File: src/rtl/wdog_pkg.sv
package wdog_pkg;
    localparam int CNT_W      = 8;
    localparam int PRE_W      = 10;
    localparam int PULSE_W    = PRE_W + 1;
    localparam int MANUAL_CYC = 5;
    localparam int SEL_W      = 3;

    typedef struct packed {
        logic             mode;        // 1 watchdog, 0 interval
        logic             rst_manual;  // 1 manual, 0 power-on
        logic             enable;
        logic             wflag;
        logic             iflag;
        logic [SEL_W-1:0] clk_sel;
    } ctrl_t;

    function automatic logic [3:0] div_shift(input logic [SEL_W-1:0] sel);
        logic [3:0] s;
        case (sel)
            3'd0: s = 4'd1;
            3'd1: s = 4'd2;
            3'd2: s = 4'd3;
            3'd3: s = 4'd4;
            3'd4: s = 4'd5;
            3'd5: s = 4'd6;
            3'd6: s = 4'd8;
            default: s = 4'd10;
        endcase
        return s;
    endfunction

    function automatic logic [PRE_W-1:0] div_mask(input logic [SEL_W-1:0] sel);
        logic [PRE_W:0] one_hot;
        one_hot = (PRE_W+1)'(1) << div_shift(sel);
        return PRE_W'(one_hot - 1'b1);
    endfunction
endpackage

File: src/rtl/wdog_prescale.sv
module wdog_prescale
    import wdog_pkg::*;
#(
    parameter int W = PRE_W
) (
    input  logic             clk,
    input  logic             rst,
    input  logic             run,
    input  logic [SEL_W-1:0] clk_sel,
    output logic             tick
);
    logic [W-1:0] pre_q;
    logic [W-1:0] mask;

    assign mask = W'(div_mask(clk_sel));
    assign tick = run && ((pre_q & mask) == mask);

    always_ff @(posedge clk) begin
        if (rst || !run) pre_q <= '0;
        else             pre_q <= pre_q + 1'b1;
    end
endmodule

File: src/rtl/wdog_count.sv
module wdog_count #(
    parameter int W = 8
) (
    input  logic         clk,
    input  logic         rst,
    input  logic         tick,
    input  logic         load,
    input  logic [W-1:0] load_val,
    output logic [W-1:0] count,
    output logic         wrap
);
    assign wrap = tick && !load && (count == {W{1'b1}});

    always_ff @(posedge clk) begin
        if (rst)       count <= '0;
        else if (load) count <= load_val;
        else if (tick) count <= count + 1'b1;
    end
endmodule

File: src/rtl/wdog_pulse.sv
module wdog_pulse
    import wdog_pkg::*;
#(
    parameter int W      = PULSE_W,
    parameter int MANUAL = MANUAL_CYC
) (
    input  logic             clk,
    input  logic             rst,
    input  logic             fire,
    input  logic             manual,
    input  logic [SEL_W-1:0] clk_sel,
    output logic             active
);
    logic [W-1:0] rem_q;
    logic [W-1:0] len;

    assign len    = manual ? W'(MANUAL) : (W'(1) << div_shift(clk_sel));
    assign active = (rem_q != '0);

    always_ff @(posedge clk) begin
        if (rst)         rem_q <= '0;
        else if (fire)   rem_q <= len;
        else if (active) rem_q <= rem_q - 1'b1;
    end
endmodule

File: src/rtl/wdog_timer.sv
module wdog_timer
    import wdog_pkg::*;
(
    input  logic       clk,
    input  logic       rst,
    input  logic       wr_en,
    input  logic       wr_addr,
    input  logic [7:0] wr_data,
    input  logic       rd_addr,
    output logic [7:0] rd_data,
    output logic       rst_out_n,
    output logic [1:0] stat_out,
    output logic       irq
);
    ctrl_t             ctrl_q, ctrl_d, wr_ctrl;
    logic              tick, wrap, cnt_wr, ctrl_wr, pulse_on;
    logic [CNT_W-1:0]  count;

    assign cnt_wr  = wr_en &&  wr_addr;
    assign ctrl_wr = wr_en && !wr_addr;
    assign wr_ctrl = ctrl_t'(wr_data);

    wdog_prescale #(.W(PRE_W)) u_pre (
        .clk(clk), .rst(rst), .run(ctrl_q.enable),
        .clk_sel(ctrl_q.clk_sel), .tick(tick)
    );

    wdog_count #(.W(CNT_W)) u_cnt (
        .clk(clk), .rst(rst), .tick(tick), .load(cnt_wr),
        .load_val(wr_data[CNT_W-1:0]), .count(count), .wrap(wrap)
    );

    wdog_pulse #(.W(PULSE_W), .MANUAL(MANUAL_CYC)) u_pulse (
        .clk(clk), .rst(rst), .fire(wrap && ctrl_q.mode),
        .manual(ctrl_q.rst_manual), .clk_sel(ctrl_q.clk_sel),
        .active(pulse_on)
    );

    always_comb begin
        ctrl_d = ctrl_q;
        if (ctrl_wr) begin
            ctrl_d.mode       = wr_ctrl.mode;
            ctrl_d.rst_manual = wr_ctrl.rst_manual;
            ctrl_d.enable     = wr_ctrl.enable;
            ctrl_d.clk_sel    = wr_ctrl.clk_sel;
            ctrl_d.wflag      = ctrl_q.wflag & wr_ctrl.wflag;
            ctrl_d.iflag      = ctrl_q.iflag & wr_ctrl.iflag;
        end
        if (wrap) begin
            if (ctrl_q.mode) ctrl_d.wflag = 1'b1;
            else             ctrl_d.iflag = 1'b1;
        end
    end

    always_ff @(posedge clk) begin
        if (rst) ctrl_q <= '0;
        else     ctrl_q <= ctrl_d;
    end

    assign rd_data   = rd_addr ? 8'(count) : 8'(ctrl_q);
    assign rst_out_n = !pulse_on;
    assign stat_out  = {2{pulse_on}};
    assign irq       = ctrl_q.iflag;
endmodule

File: config.mk
export PLATFORM = sky130hd
export DESIGN_NAME = wdog_timer
export DESIGN_NICKNAME = d
export VERILOG_FILES = /design/src/rtl/wdog_pkg.sv /design/src/rtl/wdog_prescale.sv /design/src/rtl/wdog_count.sv /design/src/rtl/wdog_pulse.sv /design/src/rtl/wdog_timer.sv
export SDC_FILE = /design/constraint.sdc
export NUM_CORES = 1
export LEC_CHECK = 0
export ABC_AREA = 1
export BUFFER_PORTS_ARGS = -buffer_cell sky130_fd_sc_hd__buf_2
export CAP_MARGIN = 10
export CELL_PAD_IN_SITES_DETAIL_PLACEMENT = 0
export CELL_PAD_IN_SITES_GLOBAL_PLACEMENT = 2
export CORE_MARGIN = 2
export CORE_UTILIZATION = 29
export DETAILED_ROUTE_END_ITERATION = 10
export GPL_TIMING_DRIVEN = 1
export PLACE_DENSITY = 0.87
export SYNTH_ARGS = -nofsm -noshare
export SYNTH_HDL_FRONTEND = slang
export SYNTH_SLANG_ARGS = --single-unit
File: constraint.sdc
create_clock -name clk -period 2.15 [get_ports clk]
set_clock_uncertainty 0.1 [all_clocks]
set_input_delay 0.215 -clock clk [delete_from_list [all_inputs] [get_ports clk]]
set_output_delay 0.215 -clock clk [all_outputs]
set_load 0.02 [all_outputs]
* Yosys cells after proc, flatten, opt, wreduce, memory -nomap -nowiden
Index checks and enable logic that the tools add are counted.
Storage, ports and cells: flip-flop bits (word level) 37, output and inout port bits 12
Cells by class: bitwise operators 3, $add $sub $neg 4, mux-type cells 11, equality and inequality tests 8, shifts and indexed selects 1, reduce and logical (&&, ||, !) cells 15
Operators by type and width (count):
- 11-bit 2-to-1 mux | 3
- 4-bit case mux with 7 select lines | 1
- 8-bit 2-to-1 mux | 3
- 11-bit nonzero test | 1
- 1-bit by 4-bit << shifter with 11-bit output (first input constant) | 1
- 11-bit by 1-bit subtractor with 11-bit output (second input constant) | 1
- 10-bit by 1-bit adder with 10-bit output (second input constant) | 1
- 10-bit bitwise AND | 1
- 10-bit equality test | 1
- 10-bit by 1-bit subtractor with 10-bit output (second input constant) | 1
- 3-bit equality test (second input constant) | 3
- 8-bit by 1-bit adder with 8-bit output (second input constant) | 1
- 8-bit equality test (second input constant) | 1
- 3-bit by 2-bit equality test with 1-bit output (second input constant) | 2
- 1-bit logical AND | 6
- 5-bit 2-to-1 mux | 1
- 1-bit zero test | 4
- 2-bit nonzero test | 2
- 3-bit by 1-bit equality test with 1-bit output (second input constant) | 1
- 3-bit zero test | 1
- 1-bit bitwise AND | 2
- 1-bit 2-to-1 mux | 2
- 2-bit 2-to-1 mux | 1
- 1-bit logical OR | 1

* Logic depth before layout (Yosys ltp)
Gate-level depths: netlist of run 1.
depth after elaboration 11, mapped depth 16, depth with buffers taken out 15

* By module
Synthesis of run 1 repeated with hierarchy kept, for this count alone.
Second synthesis, totals: cell total of the unflattened synthesis 356, area total of the unflattened synthesis 2399.8 sq um
By module, submodules not included:
- wdog_pulse | cells an instance 135, area each 829.5 sq um, seq. area each 220.2 sq um, instances 1
- wdog_prescale | cells an instance 93, area each 595.6 sq um, seq. area each 200.2 sq um, instances 1
- wdog_count | cells an instance 71, area each 521.8 sq um, seq. area each 160.2 sq um, instances 1
- wdog_timer | cells an instance 57, area each 452.9 sq um, seq. area each 160.2 sq um, instances 1

* Worst setup path after synthesis of run 1
Ideal clock, no wire load.
path kind register -> output, start point register u_pulse.rem_q[1], end point output stat_out[0], setup slack 0.033 ns, arrival 1.802 ns, data required time 1.835 ns, cell stages (with the launch flop) 9, path through dfxtp_1 -> inv_1 -> ha_1 -> nand2_1 -> nor4_1 -> nand3b_1 -> nor2_1 -> inv_1 -> buf_4
On the way: cells in the longest elaborated chain, start to end 1
RTL lines:
- start, declared | line wdog_pulse.sv:14 | logic [W-1:0] rem_q;
- start signal, assigned | line wdog_pulse.sv:22 | else if (fire) rem_q <= len;
- start signal, assigned | line wdog_pulse.sv:23 | else if (active) rem_q <= rem_q - 1'b1;
- 11-bit nonzero test | line wdog_pulse.sv:18 | assign active = (rem_q != '0);
- end, declared | line wdog_timer.sv:12 | output logic [1:0] stat_out,
No other way between the ends.

* Worst setup path in the final report of run 1
start point register ctrl_q[1] (netlist bit), end point register u_pulse.rem_q[8]
On the way: cells in the longest elaborated chain, start to end 11
RTL lines:
- start, declared | line wdog_timer.sv:15 | ctrl_t ctrl_q, ctrl_d, wr_ctrl;
- start signal, assigned | line wdog_timer.sv:57 | else ctrl_q <= ctrl_d;
- 3-bit equality test (tied with other cells) | line wdog_pkg.sv:19 | case (sel)
- 4-bit case mux with 7 select lines * | line wdog_pkg.sv:19
- 1-bit by 4-bit << shifter with 11-bit output * | line wdog_pulse.sv:17 | assign len = manual ? W'(MANUAL) : (W'(1) << div_shift(clk_sel));
- 10-bit by 1-bit subtractor with 10-bit output | line wdog_pkg.sv:35 | return PRE_W'(one_hot - 1'b1);
- 10-bit bitwise AND | line wdog_prescale.sv:16 | assign tick = run && ((pre_q & mask) == mask);
- 10-bit equality test | line wdog_prescale.sv:16
- 1-bit logical AND | line wdog_prescale.sv:16
- 1-bit logical AND (2 in series) | line wdog_count.sv:12 | assign wrap = tick && !load && (count == {W{1'b1}});
- 1-bit logical AND | line wdog_timer.sv:34 | .clk(clk), .rst(rst), .fire(wrap && ctrl_q.mode),
- 11-bit 2-to-1 mux or 2-bit nonzero test (tied branches)
Mark *: on every way between the ends. The rest lies on a longest branch, timed or not. A chain may end at the register's enable or synchronous reset.

==> impl_results.md, run 1 <==
* First-pass DRT Iterations at 4
* CP Data Required Time at roughly 2.3 ns
* Leak at 1.22 nW
* Routing usage on met3 at approximately 2.8%
* GR Overflow Total at 0
* Num CTS Buffers at 5
* Die Ht at a little over 90 um
* Max Cap Viol at 0
* Endpoints failing setup at 0
* Sequential area share after synthesis at 33.3%
* ANT nets after route at 0
* Critical path class: flip-flop to flip-flop
* RSZ-0062 raised after global routing: yes
* Placed insts at 465
* Most area-hungry cell type in the Yosys netlist: dfxtp_1
* Core Util, Final at between 30% and 40%
* Yosys reg bits at 37
* Net count after synthesis at roughly 350
* Die width at between 90 and 100 um
* WL per Instance at 12.9 um
* Syn Area/Cell at between 6 and 7 sq um
* Mapped Area at ~2200 sq um
* Area of the core at between 7000 and 8000 sq um
* PD cells at between 900 and 1000 nW/um^2
* Fmax at approximately 0.47 GHz
* VDD IR max at approximately 0.28 mV
* TritonCTS clock tree: built
* Fin nets at 397
* CTS max path bufs at 2
* Top-area cell type share of the netlist area at between 30% and 40%
* Arr. time, crit path at between 2 and 2.5 ns
* Detailed-route via count at about 2,200
* Commonest cells after routing, fill and taps aside: 66 x nand2_1, 45 x inv_1, 35 x nor2_1, 35 x dfxtp_1, 24 x buf_2
* Commonest non-fill, non-tap cell in the layout: nand2_1
* Clock Latency Late Sink at 0.29 ns
* Layout cells sized above 1 at a little under a quarter
* Finished Layout Cells at approximately 480
* Tmin final at roughly 2.1 ns
* Worst-path fanout max at 7
* Vias in the first global route at roughly 2,100
* Hold Path Class: input port to flip-flop
* Ports at 25
* H-tree Lvls at 2
* Root Buffer Master: clkbuf_8
* Post-DP HPWL at 4490 um
* Setup crit end kind: flip-flop
* First-pass GRT wire length at ~10000 um
* Port Buffers at 24
* Setup TNS at 0 ns
* Mapped Cells at approximately 340
* Met1 Track Usage GR at around a fifth
* Hold Slack at between 0.1 and 0.15 ns
* Grt peak-use layer: met2
* Final hold violation count at 0
* Pin count of the biggest net entering global routing at 17
* Clock sink total at 37
* Fin. max-slew vios at 0
* Top cells by area, synth: dfxtp_1 33%, nand2_1 12%, inv_1 7.8%, nor2_1 6.6%, o21ai_0 5.2%
* Routed wire length at 6170 um
* Syn. warnings at 0
* Area Growth Syn to Fin at 26.5%
* Run status: finished, final reports clean
* Synth cell types at 30
* Reg-to-reg slack, setup at about 0.023 ns
* Row Count at 31
* Initial antenna violation count at 0
* Initial core utilization at about 30%
* Vias/cell at 4.66
* Placer Congestion at 0.844
* Met2 usage at about a quarter
* DRC at 0
* Ant. Diodes at 0
* Clock transition at path regs at 0.07 ns
* DRT iter0 DRCs at 67
* Total global-route track usage at about 15%
* Startpoint Class: flip-flop
* Tcrit/Tclk final at a little over nine tenths
* DIE AREA at between 8000 and 9000 sq um
report_power, final:
group	leakage [nW]	internal, mW	total, mW	switching [mW]
Sequential	0.303	0.794	0.916	0.123
Clock	0.0443	0.254	0.501	0.246
Combinational	0.876	0.510	1.21	0.702
Total	1.22	1.56	2.63	1.07
metal layers:
layer  vias up  share of wire (%)
met5         -                  0
met4         0                1.1
met3         7                2.5
met2        26                 47
met1      1018                 49
li1       1181                  -
timing repair:
action	in CTS	in global routing
hold buffers	0	0
setup buffers	3	3
cloned	1	1
resized for setup	3	34
endpoints found under the setup margin	10	24
pin swaps	1	18
worst paths after layout:
path                   from          endpoint  cells after the start
max               ctrl_q[1]  u_pulse.rem_q[8]                     12
min reg2reg  u_pre.pre_q[0]    u_pre.pre_q[0]                      1
max reg2reg       ctrl_q[1]  u_pulse.rem_q[8]                     12
min              wr_data[0]    u_cnt.count[0]                      3
state kept, by name, indices dropped and copies added (netlist names):
signal,cells
ctrl_q,7
u_pulse.rem_q,11
irq,1
u_cnt.count,8
u_pre.pre_q,10
stage by stage:
stage	power, mW	worst slack (ns)	cell area [sq um]
floorplan	1.69	0.0325	2230
global placement	1.95	0.0804	2530
detailed placement	1.94	-0.0176	2530
CTS	2.46	0.0265	2670
global route	2.85	-0.112	2820
finish	2.63	0.0234	2820
synth_stat cells, drive strengths merged:
master  count
a21oi      22
conb        1
ha          4
clkbuf      5
nand3      19
o21a        1
nand4      13
nor3b       1
xor2        8
xnor2       3
o31ai       1
dfxtp      37
a31oi       8
inv        46
or2         1
nor3       10
nand3b      3
buf         8
nand2      74
nor2       42
o21ai      23
nor4        4
a21o        1
cells by family (layout without fill, tap and decap cells):
family,Yosys count,in the layout,share of synthesized area [%]
other,1,1,0.168
buffers and inverters,59,103,11.9
DFF,37,37,33.3
xor gates and xnor gates,11,11,4.33
adders and majority gates,4,4,2.25
and+or+nand+nor,167,168,34.8
AOI/OAI and AO/OA,56,56,13.4
critical path: stages, from the launching register on:
cell	delay, ns
dfxtp_2	0.34
nor2_4	0.11
nand2_2	0.08
ha_4	0.26
inv_2	0.03
nand2_2	0.05
nand3_2	0.05
nor2_1	0.10
nand3_1	0.13
nor2_4	0.23
nand4_4	0.17
or2_1	0.28
a21oi_2	0.13
final cells by class:
| class | instances | area [sq um] |
|---|---|---|
| clock buffers | 7 | 86.3 |
| fillers | 790 | 4510 |
| inverters | 46 | 173 |
| multi-input cells | 240 | 1360 |
| flip-flops and latches | 37 | 743 |
| well taps | 99 | 124 |
| repair buffers | 50 | 327 |
(Power assumes the default switching activity.)
==> run 2: changes to the inputs <==
--- a/config.mk
+++ b/config.mk
@@ -10,11 +10,11 @@
 export CAP_MARGIN = 10
 export CELL_PAD_IN_SITES_DETAIL_PLACEMENT = 0
 export CELL_PAD_IN_SITES_GLOBAL_PLACEMENT = 2
-export CORE_MARGIN = 2
 export CORE_UTILIZATION = 29
 export DETAILED_ROUTE_END_ITERATION = 10
 export GPL_TIMING_DRIVEN = 1
 export PLACE_DENSITY = 0.87
+export RECOVER_POWER = 25
 export SYNTH_ARGS = -nofsm -noshare
 export SYNTH_HDL_FRONTEND = slang
 export SYNTH_SLANG_ARGS = --single-unit
==> run 2 against run 1 <==
- core utilization fell by 0.14 points
- largest power group unchanged
- first-iteration DRC count grew 97%
- setup slack better by 0.029 ns
- wire length down 5.1%
- via count decreased by 1.3%
- sequential power about the same
==> impl_results.md, run 2 (synthesis results as in run 1) <==
* Tcrit/Tclk final at 97.6% (-1.3 points)
* Hold Slack at 0.112 ns (+0.00224 ns)
* Commonest non-fill, non-tap cell in the layout: nand2_1
* Setup crit end kind: flip-flop
* Tmin final at 2.10 ns (-0.0289 ns)
* TritonCTS clock tree: built
* Clock sink total at 37 (unchanged)
* Crit-path leading delay family: simple AND/OR/NAND/NOR gates
* Worst-path fanout max at 7 (unchanged)
* Pin count of the biggest net entering global routing at 17 (unchanged)
* Fmax at 0.477 GHz (+1.4%)
* Initial antenna violation count at 0 (unchanged)
* Final instance area at 2810 sq um (-0.36%)
* Run status: finished, final reports clean
* Crit-path max cell delay at 0.34 ns (about the same)
* Most flops, register: u_pulse.rem_q
* Post-Place Worst Slack at 0.0118 ns (+0.0294 ns)
* First-pass GRT wire length at 9890 um (+0.21%)
* Dpl cell area at 2530 sq um (unchanged)
* Arr. time, crit path at 2.17 ns (-0.09 ns)
* Die Ht at 89.6 um (-2.2%)
* RSZ-0062 raised after global routing: yes
* Clock Latency Late Sink at 0.28 ns (about the same)
* Ant. Diodes at 0 (unchanged)
* Vias/cell at 4.59 (-1.5%)
* Detailed-route via count at 2,202 (-1.3%)
* Critical Path Source: ctrl_q[0]
* Hold Startpoint: wr_data[7]
* FF-to-FF Start: ctrl_q[0]
* Root Buffer Master: clkbuf_8
* H-tree Lvls at 2 (unchanged)
* Layout cells sized above 1 at 22.3% (-0.85 points)
* Max reg flops at 11 (unchanged)
* Fin nets at 398 (+0.25%)
* Slack of the critical path at 0.0523 ns (+0.0289 ns)
* Largest regs: u_pulse.rem_q (11), u_pre.pre_q (10), u_cnt.count (8)
* Post-DP HPWL at 4490 um (about the same)
* Hold Path Class: input port to flip-flop
* Leak at 1.21 nW (-1.0%)
* CP Data Required Time at 2.22 ns (-0.06 ns)
* ANT nets after route at 0 (unchanged)
* Most common cell on crit path: nand2_1
* Routed wire length at 5850 um (-5.1%)
* Placer Congestion at 0.829 (-1.8%)
* Total global-route track usage at 16.0% (+1.4 points)
* Critical path class: flip-flop to flip-flop
* Worst path slowest cell: dfxtp_2
* CTS max path bufs at 2 (unchanged)
* Max-slew headroom at around two thirds
* Port Buffers at 24 (unchanged)
* Final hold violation count at 0 (unchanged)
* First-pass DRT Iterations at 4 (unchanged)
* Num CTS Buffers at 5 (unchanged)
* Worst slew pin tran at approximately 0.50 ns
* Row Count at 31 (unchanged)
* Critical-path cell list: nor2_4, nand2_2, ha_4, inv_2, nand2_2, nand3_1, nor2_1, nand3_1, nor2_4, nand4_4, buf_6, nand2_1, nand2_1, nand2_1, nor2_1
* PD cells at 931 nW/um^2 (-0.28%)
* Commonest cells after routing, fill and taps aside: 68 x nand2_1, 44 x inv_1, 36 x nor2_1, 36 x dfxtp_1, 24 x buf_2
* Endpoints failing setup at 0 (unchanged)
* Startpoint Class: flip-flop
* GR Overflow Total at 0 (unchanged)
* Pwr Total at 2.61 mW (-0.63%)
* Area of the core at 7330 sq um (unchanged)
* Area Growth Syn to Fin at 26.0%
* DIE AREA at 8030 sq um (-4.3%)
* VDD IR max at 0.331 mV (+16%)
* Die width at 89.6 um (-2.2%)
* Fin. max-slew vios at 0 (unchanged)
* Worst Path Buf+Inv at 2 (+1)
* DRC at 0 (unchanged)
* WL per Instance at 12.2 um (-5.3%)
* Max Cap Viol at 0 (unchanged)
* Vias in the first global route at 2,038 (-3.0%)
* DRT iter0 DRCs at 132 (+97%)
* Initial core utilization at 30.4% (unchanged)
* Ports at 25 (unchanged)
* Clock transition at path regs at 0.07 ns (about the same)
-- run 2: cell type report --
cell class,instances,area [sq um]
Fill cell,791,4520
Multi-Input combinational cell,240,1340
Sequential cell,37,742
Timing Repair Buffer,51,343
Inverter,46,173
Tap cell,99,124
Clock buffer,7,86.3
-- run 2: what timing repair did --
| action | in CTS | in global routing |
|---|---|---|
| gates resized for setup | 4 | 29 |
| endpoints found under the hold margin | 0 | 0 |
| gates cloned | 0 | 2 |
| setup buffers | 2 | 4 |
| pin swaps | 1 | 10 |
| setup endpoints to repair | 8 | 24 |
| hold buffers | 0 | 0 |
-- run 2: per-layer routing --
| metal | track usage, % | part of all wire [%] |
|---|---|---|
| met5 | 0 | 0 |
| met4 | 3.61 | 0.56 |
| met3 | 3.02 | 3.2 |
| met2 | 25.2 | 46 |
| met1 | 22.7 | 50 |
-- run 2: power breakdown --
part | switching, mW | internal (mW)
clock network | 0.244 | 0.255
logic | 0.694 | 0.503
registers | 0.124 | 0.793
-- run 2: final timing paths --
check                      to  slack (ns)  cells past startpoint
max reg2reg  u_pulse.rem_q[5]        0.05                     15
min reg2reg    u_pre.pre_q[0]        0.38                      1
min                 ctrl_q[7]        0.11                      3
max          u_pulse.rem_q[5]        0.05                     15
-- run 2: stage by stage --
step                instances    TNS, ns  util, %
detailed placement        465          0     34.5
global placement          465          0     34.5
CTS                       474  -0.000862     36.1
global route              480      -1.26     38.3
floorplan                 335          0        -
finish                    480          0     38.3
-- run 2: worst min-delay path: stages --
cell and delay (ns):
buf_2 0.09, nor2_1 0.05, nor2_1 0.10
